===== src/rtl/sertx_pkg.sv =====
package sertx_pkg;
  localparam int unsigned LOW_W = 8;

  typedef struct packed {
    logic             top;
    logic [LOW_W-1:0] low;
  } txword_t;

  typedef enum logic {
    SH_IDLE = 1'b0,
    SH_SEND = 1'b1
  } sh_state_t;
endpackage


===== src/rtl/sertx_tick_div.sv =====
module sertx_tick_div #(
  parameter int unsigned OVS = 16
) (
  input  logic clk,
  input  logic rst_n,
  input  logic run,
  input  logic restart,
  input  logic base_tick,
  input  logic dbl,
  output logic bit_end
);
  localparam int unsigned CW = (OVS > 2) ? $clog2(OVS) : 1;
  localparam logic [CW-1:0] FULL_M1 = CW'(OVS - 1);
  localparam logic [CW-1:0] HALF_M1 = CW'(OVS / 2 - 1);

  logic [CW-1:0] cnt_q;
  logic [CW-1:0] lim;

  assign lim     = dbl ? HALF_M1 : FULL_M1;
  assign bit_end = run && base_tick && (cnt_q >= lim);

  always_ff @(posedge clk) begin
    if (!rst_n)                cnt_q <= '0;
    else if (restart || !run)  cnt_q <= '0;
    else if (base_tick)        cnt_q <= (cnt_q >= lim) ? '0 : cnt_q + 1'b1;
  end

  // a finished bit period restarts the tick count
  a_r7_wrap: assert property (@(posedge clk) disable iff (!rst_n)
    bit_end |=> cnt_q == '0);
  // no tick, no progress
  a_r7_hold: assert property (@(posedge clk) disable iff (!rst_n)
    run && !restart && !base_tick |=> $stable(cnt_q));
endmodule


===== src/rtl/sertx_hold.sv =====
module sertx_hold
  import sertx_pkg::*;
(
  input  logic    clk,
  input  logic    rst_n,
  input  logic    push,
  input  logic    pop,
  input  txword_t wr_word,
  output txword_t rd_word,
  output logic    full
);
  txword_t word_q;
  logic    full_q;

  always_ff @(posedge clk) begin
    if (!rst_n)     full_q <= 1'b0;
    else if (push)  full_q <= 1'b1;
    else if (pop)   full_q <= 1'b0;
  end

  always_ff @(posedge clk) begin
    if (!rst_n)     word_q <= '0;
    else if (push)  word_q <= wr_word;
  end

  assign rd_word = word_q;
  assign full    = full_q;

  // nothing is written over a held byte
  a_r2_no_overwrite: assert property (@(posedge clk) disable iff (!rst_n)
    push |-> !full_q);
  // only a held byte is handed on
  a_r4_pop_full: assert property (@(posedge clk) disable iff (!rst_n)
    pop |-> full_q);
endmodule


===== src/rtl/sertx_shift.sv =====
module sertx_shift
  import sertx_pkg::*;
(
  input  logic    clk,
  input  logic    rst_n,
  input  logic    load,
  input  txword_t word,
  input  logic    nine,
  input  logic    bit_end,
  output logic    busy,
  output logic    line,
  output logic    last_end
);
  localparam int unsigned FW = LOW_W + 3;
  localparam int unsigned IW = $clog2(FW + 1);

  sh_state_t      st_q;
  logic [FW-1:0]  sr_q;
  logic [IW-1:0]  idx_q;
  logic [IW-1:0]  last_q;

  always_ff @(posedge clk) begin
    if (!rst_n) begin
      st_q   <= SH_IDLE;
      sr_q   <= '1;
      idx_q  <= '0;
      last_q <= '0;
    end else if (load && st_q == SH_IDLE) begin
      sr_q   <= {1'b1, (nine ? word.top : 1'b1), word.low, 1'b0};
      idx_q  <= '0;
      last_q <= nine ? IW'(FW - 1) : IW'(FW - 2);
      st_q   <= SH_SEND;
    end else if (st_q == SH_SEND && bit_end) begin
      sr_q  <= {1'b1, sr_q[FW-1:1]};
      idx_q <= idx_q + 1'b1;
      if (idx_q == last_q) st_q <= SH_IDLE;
    end
  end

  assign busy     = (st_q == SH_SEND);
  assign line     = busy ? sr_q[0] : 1'b1;
  assign last_end = busy && bit_end && (idx_q == last_q);

  // bit index never runs past the stop bit
  a_r5_idx_bound: assert property (@(posedge clk) disable iff (!rst_n)
    busy |-> idx_q <= last_q);
  // every frame opens with a low start bit
  a_r5_start_low: assert property (@(posedge clk) disable iff (!rst_n)
    $rose(busy) |-> !line);
endmodule


===== src/rtl/serial_tx_deferred.sv =====
module serial_tx_deferred
  import sertx_pkg::*;
#(
  parameter int unsigned OVERSAMPLE = 16
) (
  input  logic             clk,
  input  logic             rst_n,
  input  logic             tx_en,
  input  logic             dbl_speed,
  input  logic             nine_bit,
  input  logic             bit9_in,
  input  logic             base_tick,
  input  logic             in_valid,
  input  logic [LOW_W-1:0] in_data,
  output logic             in_ready,
  output logic             dre,
  output logic             tx_out,
  output logic             tx_oe,
  output logic             tx_done
);
  logic    active_q, done_q;
  logic    full, busy, line, last_end, bit_end;
  logic    push, load;
  txword_t held;
  txword_t wr_word;

  assign in_ready    = tx_en && active_q && !full;
  assign push        = in_valid && in_ready;
  assign load        = full && !busy;
  assign wr_word.top = bit9_in;
  assign wr_word.low = in_data;

  sertx_hold u_hold (
    .clk(clk), .rst_n(rst_n), .push(push), .pop(load),
    .wr_word(wr_word), .rd_word(held), .full(full)
  );

  sertx_tick_div #(.OVS(OVERSAMPLE)) u_div (
    .clk(clk), .rst_n(rst_n), .run(busy), .restart(load),
    .base_tick(base_tick), .dbl(dbl_speed), .bit_end(bit_end)
  );

  sertx_shift u_shift (
    .clk(clk), .rst_n(rst_n), .load(load), .word(held), .nine(nine_bit),
    .bit_end(bit_end), .busy(busy), .line(line), .last_end(last_end)
  );

  always_ff @(posedge clk) begin
    if (!rst_n) begin
      active_q <= 1'b0;
      done_q   <= 1'b0;
    end else begin
      active_q <= tx_en || (active_q && (full || busy));
      done_q   <= last_end && !full;
    end
  end

  assign dre     = !full;
  assign tx_oe   = active_q;
  assign tx_out  = active_q ? line : 1'b1;
  assign tx_done = done_q;

  // line kept while anything is still queued
  a_r8_defer: assert property (@(posedge clk) disable iff (!rst_n)
    active_q && (full || busy) |=> active_q);
  // released line rests high
  a_r9_idle_high: assert property (@(posedge clk) disable iff (!rst_n)
    !active_q |-> tx_out);
  // completion is a single-cycle pulse
  a_r10_single: assert property (@(posedge clk) disable iff (!rst_n)
    tx_done |=> !tx_done);
  // accepted byte makes the holding register non-empty
  a_r3_busy_after_push: assert property (@(posedge clk) disable iff (!rst_n)
    push |=> !dre);
endmodule


===== config.mk =====
export PLATFORM = sky130hd
export DESIGN_NAME = serial_tx_deferred
export DESIGN_NICKNAME = d
export VERILOG_FILES = /design/src/rtl/sertx_pkg.sv /design/src/rtl/sertx_tick_div.sv /design/src/rtl/sertx_hold.sv /design/src/rtl/sertx_shift.sv /design/src/rtl/serial_tx_deferred.sv
export SDC_FILE = /design/constraint.sdc
export NUM_CORES = 1
export LEC_CHECK = 0
export BUFFER_PORTS_ARGS = -buffer_cell sky130_fd_sc_hd__buf_2
export CELL_PAD_IN_SITES_DETAIL_PLACEMENT = 0
export CELL_PAD_IN_SITES_GLOBAL_PLACEMENT = 2
export CORE_MARGIN = 2
export CORE_UTILIZATION = 34
export DETAILED_ROUTE_END_ITERATION = 7
export PLACE_DENSITY = 0.8
export SLEW_MARGIN = 20
export SYNTH_ARGS = -nofsm -noshare
export SYNTH_HDL_FRONTEND = slang
export SYNTH_HIERARCHICAL = 1
export SYNTH_SLANG_ARGS = --single-unit

===== constraint.sdc =====
create_clock -name clk -period 2.4 [get_ports clk]
set_input_delay 0.36 -clock clk [delete_from_list [all_inputs] [get_ports clk]]
set_output_delay 0.36 -clock clk [all_outputs]
set_load 0.05 [all_outputs]

Word level (Yosys, flattened, before mapping)
Cells that the tools add are included.
- register bits: 35
- input port bits: 16
- output and inout port bits: 5
- logic and storage cells: 51
- add/subtract/negate cells: 2
- magnitude comparators: 1
- equal/unequal tests: 1
- muxes and demuxes: 13
- bitwise logic cells: 2
- reduce and logical (&&, ||, !) cells: 22
- operators with widths (operator ; count):
    10-bit 2-to-1 mux ; 2
    1-bit logical AND ; 11
    4-bit by 1-bit adder with 4-bit output (second input constant) ; 2
    1-bit 2-to-1 mux ; 8
    4-bit 2-to-1 mux ; 2
    2-bit nonzero test ; 3
    4-bit equality test ; 1
    4-bit >= comparator ; 1
    2-bit OR reduction ; 2
    1-bit logical OR ; 3
    1-bit zero test ; 2
    2-bit 2-to-1 mux ; 1
    1-bit inverter ; 2
    2-bit AND reduction ; 1

Logic depth before layout (Yosys ltp)
Gate-level depths: netlist of run 1.
- word-level depth: 6
- gate-level depth with buffers: 7
- gate-level depth less buffers: 6

Cells and area by module
Netlist of run 1, hierarchy kept.
- by module, submodules not included (module ; instances ; cells each ; area an instance (um^2) ; sequential area each (um^2)):
    sertx_shift ; 1 ; 85 ; 760.7 ; 360.3
    sertx_hold ; 1 ; 31 ; 371.6 ; 200.2
    sertx_tick_div ; 1 ; 21 ; 209.0 ; 80.1
    serial_tx_deferred ; 1 ; 12 ; 93.8 ; 40.0

Least setup slack after synthesis of run 1
OpenSTA, ideal clock, no wires.
- path kind: input to register
- from: in dbl_speed
- to: reg u_shift.idx_q[3]
- setup time: 0.070 ns
- arrival: 1.776 ns
- data required time: 2.330 ns
- slack: 0.554 ns
- stages on the path: 6
- buffers on the path: 0
- cell sequence: ha_1 a31oi_2 nor3b_1 nand2_2 or3_1 a21oi_1
- cells in the longest elaborated chain, start to end: 4
- ends and longest elaborated chain (element ; line ; text):
    from (decl) ; serial_tx_deferred.sv:9 ; input logic dbl_speed,
    4-bit 2-to-1 mux ; sertx_tick_div.sv:19 ; assign lim = dbl ? HALF_M1 : FULL_M1;
    4-bit >= comparator ; sertx_tick_div.sv:20 ; assign bit_end = run && base_tick && (cnt_q >= lim);
    1-bit logical AND ; sertx_tick_div.sv:20 ;
    net bit_end ; serial_tx_deferred.sv:22 ; logic full, busy, line, last_end, bit_end;
    1-bit logical AND ; sertx_shift.sv:33 ; end else if (st_q == SH_SEND && bit_end) begin
    to (signal assigned) ; sertx_shift.sv:35 ; idx_q <= idx_q + 1'b1;
    to (decl) ; sertx_shift.sv:19 ; logic [IW-1:0] idx_q;
The timed path passes the listed nets, and every way through them passes these cells.
A chain may end at the register's enable or synchronous reset.

Final worst setup path of run 1
- from: reg u_div.cnt_q[3]
- to: reg u_shift.sr_q[6]
- cells in the longest elaborated chain, start to end: 4
- ends and longest elaborated chain (element ; line ; text):
    from (decl) ; sertx_tick_div.sv:16 ; logic [CW-1:0] cnt_q;
    from (signal assigned) ; sertx_tick_div.sv:25 ; else if (base_tick) cnt_q <= (cnt_q >= lim) ? '0 : cnt_q + 1'b1;
    4-bit >= comparator ; sertx_tick_div.sv:20 ;
    1-bit logical AND ; sertx_tick_div.sv:20 ;
    net bit_end ; serial_tx_deferred.sv:22 ;
    1-bit logical AND ; sertx_shift.sv:33 ;
    2-bit nonzero test (no line) ; n/a ;
    to (signal assigned) ; sertx_shift.sv:29 ; sr_q <= {1'b1, (nine ? word.top : 1'b1), word.low, 1'b0};
    to (signal assigned) ; sertx_shift.sv:34 ; sr_q <= {1'b1, sr_q[FW-1:1]};
    to (decl) ; sertx_shift.sv:18 ; logic [FW-1:0] sr_q;
The timed path passes the listed nets, and every way through them passes these cells.

==> impl_results.md, run 1 <==
* RR Startpoint: u_div/cnt_q[3]$_SDFFE_PP0P_
* Cell area after synthesis at 0.001435 mm^2
* Clock slew at reported path FFs at 0.07 ns
* Pwr dens at 671.2 mW/mm^2
* Metal2 WL at 1.298 mm
* Count of final hold-check violations at 0
* DR vias/cell at 4.772
* Met3 routed WL at 108 um
* Number of global-route vias before repair at 1024
* Clock root cell: clkbuf_8
* Top post-synthesis cells by area: dfxtp_1, mux2i_1, nor2b_1
* Final std cells w/o fill at 224
* Leak at 0.6793 nW
* Cts repair resizes at 0
* Sw Share at 20.94%
* Placed Area at 0.001572 mm^2
* Layout area overhead at 17.18%
* Initial core utilization at 35.62%
* Core Area at 0.004029 mm^2
* H-tree depth at 2
* Worst endpoint required time at 2.54 ns
* ANT cells at 0
* Slew @ Worst Pin at 0.5707 ns
* Dpl cells at 216
* Outcome: finished, final reports clean
* Synthesized area per cell at 9.632 um^2
* Worst Path Max Fanout at 11
* Peak VDD IR at 0.0003450 V
* Pins Over Slew Limit at 0
* Fraction of registers with async set or reset after synthesis at 0%
* TritonCTS clock tree: built
* Remaining antenna violation count after routing at 0
* DRT Pass-1 Iters at 4
* Hold Buf Count CTS at 0
* Max_cap viols at 0
* CP Launch Type: flip-flop
* Via Count at 1069
* Post-route cell area at 0.001682 mm^2
* Maximum clock rate at 540.9 MHz
* Post-DP HPWL at 1.908 mm
* Kind of critical path: reg -> reg
* Share of the synthesized area in the top cell type at 47.43%
* IO Port Bufs at 20
* Filler instances at 420
* Sequential share of the synthesized area at 47.43%
* Sw Pwr at 236.4 uW
* Flop2flop setup slack at 0.55 ns
* Sum Neg Setup Slack at 0 ns
* Die area at 0.004757 mm^2
* DRC Markers at 0
* Crit share post-route at 77.03%
* Register share of total power at 51.7%
* Pint at 892.3 uW
* CTS Buf Count at 5
* Final Critical Period at 1.849 ns
* Die H at 68.97 um
* Clock power share at 42.7%
* Global-route wire length before repair at 4.581 mm
* Drt wl/cell at 12.03 um
* HP Start: nine_bit
* Library cells used by synthesis at 36
* Setup crit end kind: flip-flop
* Total global routing track utilization at 13.16%
* Reg area at 680.7 um^2
* Comb pwr share at 5.6%
* Top-count cell post-synth: dfxtp_1
* Largest net degree at the start of global routing at 29
* Die Wd at 68.97 um
* Post-synth EDFFs at 0
* CTS sink count at 34
* Mapped Cells at 149
* Synth cell count leaders: dfxtp_1, nand2_1, mux2i_1, nor2_1, nor2b_1
* Max-slew headroom at 61.78%
* Worst-skew pair later-pin latency at 0.28 ns
* Total setup buffers inserted after CTS at 0
* Starting DRT DRC Count at 22
* Worst Hold Class: in -> reg
* Clock skew at 0.003638 ns
* GR Overflow Total at 0
* FP Rows at 23
* RSZ-0062 raised after global routing: false
* Metal-1 WL at 1.249 mm
* Num ports at 21
* Highest Signal Layer: met4
* Main synth FF type: dfxtp_1
* Layout cell share with drive strength beyond 1 at 21.26%
* Post-synth top area cell: dfxtp_1
* Gpl congestion at 0.7358
* Multi-input logic area at 701.9 um^2
* Initial antenna violation count at 0
* Worst Path Arrival at 1.99 ns
* Syn_nets at 168
* Final WL at 2.694 mm
* Max Buffers Root-to-Sink at 2
* Yosys reg bits at 34
* Fin nets at 192
* Yosys Warn Count at 6
* Setup-failing EPs final at 0
* Worst Setup SP: u_div/cnt_q[3]$_SDFFE_PP0P_
## flip-flops by register name (all words and copies together) (netlist names)
signal / flops
tx_done: 1
tx_oe: 1
u_div/cnt_q: 4
u_hold/full: 1
u_hold/rd_word: 9
u_shift/busy: 1
u_shift/idx_q: 4
u_shift/last_q: 3
u_shift/sr_q: 10
## stage by stage
stage	setup slack, ns	utilization, %	total power, mW	hold WS, ns
after floorplan	0.5544	-	0.6352	0.4323
after global placement	0.4458	39.01	0.6584	0.4523
after detailed placement	0.3915	39.01	0.6601	0.4548
after CTS	0.5441	41.74	1.156	0.2650
after global routing	0.3943	41.74	1.179	0.2887
final	0.5513	41.74	1.129	0.2860
## critical path, stage by stage, from the launching register on
cell	delay (ns)
dfxtp_1	0.32
ha_1	0.29
a31oi_2	0.23
nor3b_1	0.07
buf_4	0.15
and2_1	0.29
a22oi_1	0.25
nand3_1	0.10
## layer usage
layer | GRT usage, % | vias to the layer above
li1 | - | 565
met1 | 15.74 | 485
met2 | 21.75 | 15
met3 | 4.383 | 4
met4 | 5.147 | 0
met5 | 0 | -
## final cells by class
class | instances | area share, %
multi-input cells | 107 | 41.74
flip-flops and latches | 34 | 40.48
repair buffers | 22 | 6.845
clock buffers | 8 | 6.548
well taps | 50 | 3.720
inverters | 3 | 0.6696
## worst paths after layout
path / endpoint / depth (start not counted)
setup reg to reg: u_shift/sr_q[6]$_SDFFE_PN1P_ / 7
hold / removal: u_shift/last_q[0]$_SDFFE_PN0P_ / 2
hold reg to reg: u_shift/sr_q[4]$_SDFFE_PN1P_ / 2
setup / recovery: u_shift/sr_q[6]$_SDFFE_PN1P_ / 7
## power by group through the flow
stage	sequential [mW]	combinational, mW	clock [mW]
after detailed placement	0.597	0.0633	0
final	0.584	0.0630	0.482
after global routing	0.585	0.0704	0.523
after CTS	0.584	0.0637	0.509
after floorplan	0.597	0.0383	0
after global placement	0.596	0.0620	0
## cell usage in the layout, fill, tap and decap left out, types with 2 or more instances in the layout
master | Yosys | routed
dfxtp_1 | 34 | 34
buf_2 | 0 | 20
nand2_1 | 14 | 14
nor2_1 | 11 | 11
mux2i_1 | 11 | 11
nor2b_1 | 10 | 10
clkbuf_8 | 0 | 8
nand3_1 | 8 | 8
a22oi_1 | 7 | 7
o21ai_0 | 6 | 6
xor2_1 | 6 | 6
nand2b_1 | 3 | 3
nor3_1 | 3 | 3
ha_1 | 3 | 3
a21oi_1 | 3 | 3
inv_2 | 2 | 2
and3_1 | 2 | 2
nor3b_1 | 2 | 2
xnor2_1 | 2 | 2
o21a_1 | 2 | 2
buf_4 | 2 | 2
## logic make-up (layout without fill, tap and decap cells)
| kind of cell | after synthesis | count (layout) | synth area share (%) |
|---|---|---|---|
| flip-flops | 34 | 34 | 47.43 |
| XOR/XNOR | 8 | 8 | 4.882 |
| buffers and inverters | 8 | 33 | 3.661 |
| adder cells (fa/ha/maj) | 3 | 3 | 2.616 |
| multiplexers | 11 | 11 | 7.672 |
| AND/OR/NAND/NOR | 61 | 61 | 22.15 |
| AO/OA/AOI/OAI | 24 | 24 | 11.59 |
Note: power is estimated with default switching activity, not from simulation.
==> inputs of run 2 (changes only) <==
- ABC_AREA: default -> 1
- CORE_UTILIZATION: 34 -> 28
- PLACE_DENSITY: 0.8 -> 0.77
- clock period: 2.4 -> 1.51 ns (I/O delays scaled with it)
==> run 2 against run 1 <==
Compared with the run above: largest cell class unchanged; largest power group unchanged; synthesized cell count up 40%; worst hold slack worse by 0.12 ns; highest routed layer unchanged; utilization down 4.8 points; clock-buffer cell count down 1; setup slack worse by 0.57 ns; sequential power up 61%; die area up 25%; the flow now finishes with violations (negative setup slack); first-iteration DRC count up 50%.
==> impl_results.md, run 2 <==
* Sum Neg Setup Slack at -0.02249 ns
* Setup slack after layout at -0.02249 ns
* Gpl congestion at 0.7257
* Setup-failing EPs final at 1
* Main synth FF type: dfxtp_1
* Number of global-route vias before repair at 1237
* Worst Path Arrival at 1.75 ns
* Kind of critical path: reg -> reg
* Sw Share at 23.84%
* CTS Buf Count at 5
* Clock slew at reported path FFs at 0.07 ns
* Reg area at 685.7 um^2
* Top post-synthesis cells by area: dfxtp_1, nand2_1, nor2_1
* Max_cap viols at 0
* Yosys reg bits at 34
* Largest register by flop count: u_shift/sr_q
* Sw Pwr at 421.8 uW
* DRT Pass-1 Iters at 4
* Layout area overhead at 26.79%
* CP Launch Type: flip-flop
* Num ports at 21
* Library cells used by synthesis at 26
* Final Critical Period at 1.532 ns
* Initial antenna violation count at 0
* DRC Markers at 0
* Yosys Warn Count at 6
* Worst endpoint required time at 1.73 ns
* Global-route wire length before repair at 5.554 mm
* Slowest cell on the critical path: dfxtp_2
* Sequential share of the synthesized area at 45.41%
* Clock power share at 38.8%
* Worst-skew pair later-pin latency at 0.28 ns
* Slew @ Worst Pin at 0.4156 ns
* Clock skew at 0.007923 ns
* Post-DP HPWL at 2.374 mm
* Starting DRT DRC Count at 33
* Pwr dens at 930.8 mW/mm^2
* Worst Path Max Fanout at 4
* Initial core utilization at 29.16%
* Simple-Gate Fraction of Synth Area at 31.89%
* Post-synthesis xor/xnor area fraction at 1.169%
* Flop2flop setup slack at -0.02 ns
* Synthesized area per cell at 7.172 um^2
* Max FFs per register at 10
* Maximum clock rate at 652.5 MHz
* Remaining antenna violation count after routing at 0
* Layout cell share with drive strength beyond 1 at 27.02%
* Total power at 1.769 mW
* Syn_nets at 228
* Core Area at 0.005140 mm^2
* Peak VDD IR at 0.0006442 V
* CP Cell Sequence: ha_4 > nand2_2 > inv_2 > nand2_2 > a21boi_2 > nand2_2 > inv_2 > nand2_2 > nor2_4 > and2_4 > nand2_2 > nor2_1
* ANT cells at 0
* Failing checks: negative setup slack
* Pint at 1.347 mW
* Final WL at 3.175 mm
* Comb pwr share at 7.9%
* HP Start: in_data[1]
* IO Port Bufs at 20
* Largest net degree at the start of global routing at 14
* R2R Path End: tx_done$_SDFF_PN0_
* Total global routing track utilization at 12.01%
* Hold path depth at 3
* Crit-path max cell delay at 0.34 ns
* TritonCTS clock tree: built
* Cell area after synthesis at 0.001499 mm^2
* Crit share post-route at 101.5%
* Fraction of registers with async set or reset after synthesis at 0%
* Count of final hold-check violations at 0
* Outcome: complete, but fails checks
* Commonest non-fill, non-tap cells in the layout: nand2_1, dfxtp_1, nor2_1
* Gr busiest metal: met2
* Pins Over Slew Limit at 0
* Commonest non-fill, non-tap cell in the layout: nand2_1
* RR Startpoint: u_div/cnt_q[3]$_SDFFE_PP0P_
* Post-synth EDFFs at 0
* Worst Hold Class: in -> reg
* Die Wd at 77.17 um
* Min-Delay Endpoint: u_hold/rd_word[1]$_SDFFE_PN0P_
* Leak at 0.8576 nW
* Drt wl/cell at 9.984 um
* Met3 GRT Util at 3.882%
* Clock root cell: clkbuf_8
* Post-synthesis adder-cell area fraction at 2.504%
* Synth Area in Compound Gates at 9.850%
* Most used cell, CP: nand2_2
* Final std cells w/o fill at 318
* GR Overflow Total at 0
* Worst R2R Path Depth at 12
* Max Buffers Root-to-Sink at 2
* RSZ-0062 raised after global routing: true
* DR vias/cell at 4.195
* Largest family of logic cells by synthesized area: simple AND/OR/NAND/NOR gates
* Die area at 0.005954 mm^2
* Filler instances at 588
* Fin nets at 266
* Share of the synthesized area in the top cell type at 45.41%
* Register share of total power at 53.3%
* GRT met1 Usage at 15.38%
* Top-count cell post-synth: nand2_1
* H-tree depth at 2
* Max-slew headroom at 72.27%
* CTS sink count at 34
* Setup crit end kind: flip-flop
* GR Util met2 at 17.83%
* Dpl cells at 310
* Multi-input logic area at 713.2 um^2
* Via Count at 1334
* Mapped Cells at 209
* Synth cell count leaders: nand2_1, dfxtp_1, nor2_1
* Post-synth top area cell: dfxtp_1
* Multiplexer share of the synthesized area at 0%
* Die H at 77.17 um
* FP Rows at 26
## run 2: cell count changes after synthesis, sizes merged, moves of 6 or more
cell / previous run / this run
a21oi: 3 / 9
a22oi: 7 / 0
inv: 3 / 29
mux2i: 11 / 0
nand2: 15 / 61
nor2: 11 / 35
nor2b: 11 / 0
o21ai: 7 / 14
## run 2: worst max path at each step
stage,from,endpoint,slack [ns]
floorplan,u_hold/full$_SDFFE_PN0P_,u_shift/sr_q[9]$_SDFFE_PN1P_,0.05
global placement,dbl_speed,tx_done$_SDFF_PN0_,-0.06
detailed placement,dbl_speed,tx_done$_SDFF_PN0_,-0.06
CTS,u_div/cnt_q[3]$_SDFFE_PP0P_,tx_done$_SDFF_PN0_,-0.006
global route,u_div/cnt_q[3]$_SDFFE_PP0P_,tx_done$_SDFF_PN0_,-0.17
finish,u_div/cnt_q[3]$_SDFFE_PP0P_,tx_done$_SDFF_PN0_,-0.02
## run 2: cells by family after synthesis
kind of cell / Yosys count
AND/OR/NAND/NOR: 112
AO/OA/AOI/OAI: 26
flip-flops: 34
buffers and inverters: 32
adder cells (fa/ha/maj): 3
XOR/XNOR: 2
## run 2: layer usage
layer / wire (um) / vias up / part of all wire (%)
met5: 0 / - / 0
met4: 76 / 0 / 2.4
met3: 138 / 7 / 4.3
met2: 1283 / 20 / 40
met1: 1677 / 580 / 53
li1: - / 727 / -
## run 2: power by group through the flow
stage	Combinational, mW	Clock [mW]	Sequential, mW
after global routing	0.162	0.757	0.945
after global placement	0.139	0	0.963
after detailed placement	0.139	0	0.963
final	0.140	0.687	0.942
after CTS	0.140	0.722	0.942
after floorplan	0.0756	0	0.965
## run 2: layout make-up
cell class                 instances  share of cell area, %
multi-input combinational        143                  37.52
sequential                        34                  36.08
timing repair buffer              34                  11.13
inverter                          29                  5.859
tap                               70                  4.608
clock buffer                       7                  4.542
clock inverter                     1                 0.2633
## run 2: through the flow
stage | area [um^2] | utilization (%) | setup WS [ns] | hold WS (ns)
2_1_floorplan | 1499 | - | 0.04664 | 0.3357
3_3_place_gp | 1765 | 34.35 | -0.05820 | 0.4429
3_5_place_dp | 1765 | 34.35 | -0.05810 | 0.4472
4_1_cts | 1869 | 36.37 | -0.006342 | 0.1504
5_1_grt | 1901 | 36.98 | -0.1671 | 0.1707
6_report | 1901 | 36.98 | -0.02249 | 0.1620
## run 2: repair_timing
item	in CTS	in global routing
buffers inserted	0	1
hold buffers	0	0
pin swaps	1	6
gates resized for setup	5	10
cloned	0	0
setup endpoints to repair	2	15
## run 2: critical path, delay by kind of cell (launching register included)
| family | cells | cell delay (ns) |
|---|---|---|
| AOI/OAI and AO/OA | 1 | 0.14 |
| adders and majority gates | 1 | 0.26 |
| buffers and inverters | 2 | 0.13 |
| DFF | 1 | 0.34 |
| and+or+nand+nor | 8 | 0.63 |
==> inputs of run 3 (changes only) <==
- CAP_MARGIN: default -> 20
- GPL_TIMING_DRIVEN: default -> 0
==> run 3 against run 2 <==
Compared with the run above: sequential share of layout area about the same; critical endpoint unchanged; cell count down 0.94%; routed wire length up 2.2%; power up 0.39%; flip-flop and latch count unchanged; cell area about the same; the flow still finishes with violations (negative setup slack); clock power up 1%; non-clock buffer count down 3; register-to-register slack worse by 0.05 ns; global-route usage up 0.12 points; clock-buffer cell count unchanged; critical path depth unchanged.
==> impl_results.md, run 3 (synthesis gave the netlist of run 2 again) <==
* Remaining antenna violation count after routing at 0
* Commonest non-fill, non-tap cell in the layout: nand2_1
* Slowest cell on the critical path: dfxtp_2
* Clock root cell: clkbuf_8
* Peak VDD IR at 0.0006147 V
* Clock slew at reported path FFs at 0.07 ns
* ANT cells at 0
* Cell family with most CP delay: simple AND/OR/NAND/NOR gates
* Worst-skew pair later-pin latency at 0.28 ns
* Die Wd at 77.17 um
* Kind of critical path: reg -> reg
* Crit-path max cell delay at 0.34 ns
* Hold Buf Count CTS at 0
* Maximum clock rate at 631.5 MHz
* CP Cell Sequence: ha_4 > nand2_2 > inv_2 > nand2_2 > a21boi_2 > nand2_2 > inv_2 > nand2_2 > nor2_2 > and2_1 > nand2_1 > nor2_1
* Layout area overhead at 26.88%
* Worst Setup EP: tx_done$_SDFF_PN0_
* GR Overflow Total at 0
* Failing checks: negative setup slack
* Slew @ Worst Pin at 0.4379 ns
* Post-DP HPWL at 2.310 mm
* Leak at 0.8418 nW
* Max_cap viols at 0
* CTS Buf Count at 5
* Hold path depth at 3
* Max Buffers Root-to-Sink at 2
* Final Critical Period at 1.584 ns
* Outcome: complete, but fails checks
* Setup slack after layout at -0.07364 ns
* H-tree depth at 2
* TritonCTS clock tree: built
* Flop2flop setup slack at -0.07 ns
* Setup-failing EPs final at 6
* CP Launch Type: flip-flop
* RR Startpoint: u_div/cnt_q[3]$_SDFFE_PP0P_
* IO Port Bufs at 20
* Sum Neg Setup Slack at -0.1895 ns
* Max FFs per register at 10
* FP Rows at 26
* Largest register by flop count: u_shift/sr_q
* Max-slew headroom at 70.81%
* Total power at 1.776 mW
* Pwr dens at 933.8 mW/mm^2
* DRC Markers at 0
* Filler instances at 592
* Fin nets at 263
* Largest net degree at the start of global routing at 19
* Clock skew at 0.004445 ns
* CTS sink count at 34
* Number of global-route vias before repair at 1274
* Core Area at 0.005140 mm^2
* Global-route wire length before repair at 5.754 mm
* Gpl congestion at 0.7529
* Crit share post-route at 104.9%
* Worst Path Max Fanout at 4
* Worst path bufs/invs at 2
* Die H at 77.17 um
* Count of final hold-check violations at 0
* Most used cell, CP: nand2_2
* RSZ-0062 raised after global routing: true
* Worst Path Arrival at 1.81 ns
* Starting DRT DRC Count at 63
* Drt wl/cell at 10.30 um
* Worst Hold Class: in -> reg
* Setup crit end kind: flip-flop
* Worst R2R Path Depth at 12
* Num ports at 21
* Layout cell share with drive strength beyond 1 at 27.76%
* Stages on worst setup path at 12
* Die area at 0.005954 mm^2
* R2R Path End: tx_done$_SDFF_PN0_
* Via Count at 1327
* Initial core utilization at 29.16%
* Commonest non-fill, non-tap cells in the layout: nand2_1, dfxtp_1, nor2_1
* Final WL at 3.246 mm
* DRT Pass-1 Iters at 4
* Worst Setup SP: u_div/cnt_q[3]$_SDFFE_PP0P_
* DR vias/cell at 4.213
* Worst endpoint required time at 1.73 ns
* Pins Over Slew Limit at 0
* Total global routing track utilization at 12.13%
* Initial antenna violation count at 0
==> run 3: changes by cell type in the layout (fill, tap and decap cells not counted), moves of 2 or more <==
cell,change
a21oi_1,-2
a21oi_2,+2
buf_4,-6
inv_1,-2
inv_2,+2
==> run 3: cell type report <==
type                            count  area, um^2  area share, %
Clock buffer                        7       86.33          4.539
Sequential cell                    34       686.9          36.12
Clock inverter                      1       5.005         0.2632
Buffer                              3       30.03          1.579
Multi-Input combinational cell    143       728.2          38.29
Timing Repair Buffer               28       166.4          8.750
Inverter                           29       111.4          5.855
Tap cell                           70       87.58          4.605
==> run 3: per-layer routing <==
| metal | up-vias | track usage (%) | share of wire [%] |
|---|---|---|---|
| li1 | 723 | - | - |
| met1 | 581 | 15.95 | 53 |
| met2 | 16 | 18.26 | 42 |
| met3 | 7 | 3.647 | 3.6 |
| met4 | 0 | 5.357 | 1.8 |
| met5 | - | 0 | 0 |
==> run 3: worst min-delay path by stage <==
stage	start	end
2_1_floorplan	rst_n	u_hold/full$_SDFFE_PN0P_
3_3_place_gp	u_shift/sr_q[8]$_SDFFE_PN1P_	u_shift/sr_q[8]$_SDFFE_PN1P_
3_5_place_dp	u_shift/sr_q[7]$_SDFFE_PN1P_	u_shift/sr_q[7]$_SDFFE_PN1P_
4_1_cts	in_data[1]	u_hold/rd_word[1]$_SDFFE_PN0P_
5_1_grt	in_data[1]	u_hold/rd_word[1]$_SDFFE_PN0P_
6_report	in_data[2]	u_hold/rd_word[2]$_SDFFE_PN0P_
==> run 3: report_power, final <==
part / total, mW / leakage, nW / switching, mW / internal, mW
logic: 0.138 / 0.516 / 0.0857 / 0.0524
clock network: 0.695 / 0.0482 / 0.328 / 0.368
registers: 0.942 / 0.278 / 0.0180 / 0.924
total: 1.78 / 0.842 / 0.431 / 1.34
==> run 3: stage by stage <==
| step | cells | hold slack (ns) | utilization, % | area, um^2 | setup WS, ns |
|---|---|---|---|---|---|
| floorplan | 209 | 0.3357 | - | 1499 | 0.04664 |
| global placement | 299 | 0.4463 | 32.81 | 1687 | -0.2137 |
| detailed placement | 299 | 0.4459 | 32.81 | 1687 | -0.1868 |
| CTS | 310 | 0.1506 | 35.74 | 1837 | -0.06301 |
| global route | 315 | 0.1581 | 37.00 | 1902 | -0.1856 |
| finish | 315 | 0.1607 | 37.00 | 1902 | -0.07364 |
==> run 3: worst reg2reg max path, cell delays in order, from the launching register on <==
cell      delay [ns]
dfxtp_2         0.34
ha_4            0.25
nand2_2         0.05
inv_2           0.05
nand2_2         0.06
a21boi_2        0.14
nand2_2         0.11
inv_2           0.08
nand2_2         0.05
nor2_2          0.11
and2_1          0.14
nand2_1         0.05
nor2_1          0.11
==> run 3: what timing repair did <==
action / in CTS / in global routing
endpoints found under the setup margin: 17 / 18
gates resized for setup: 11 / 12
buffers inserted: 3 / 5
pin swaps: 1 / 5
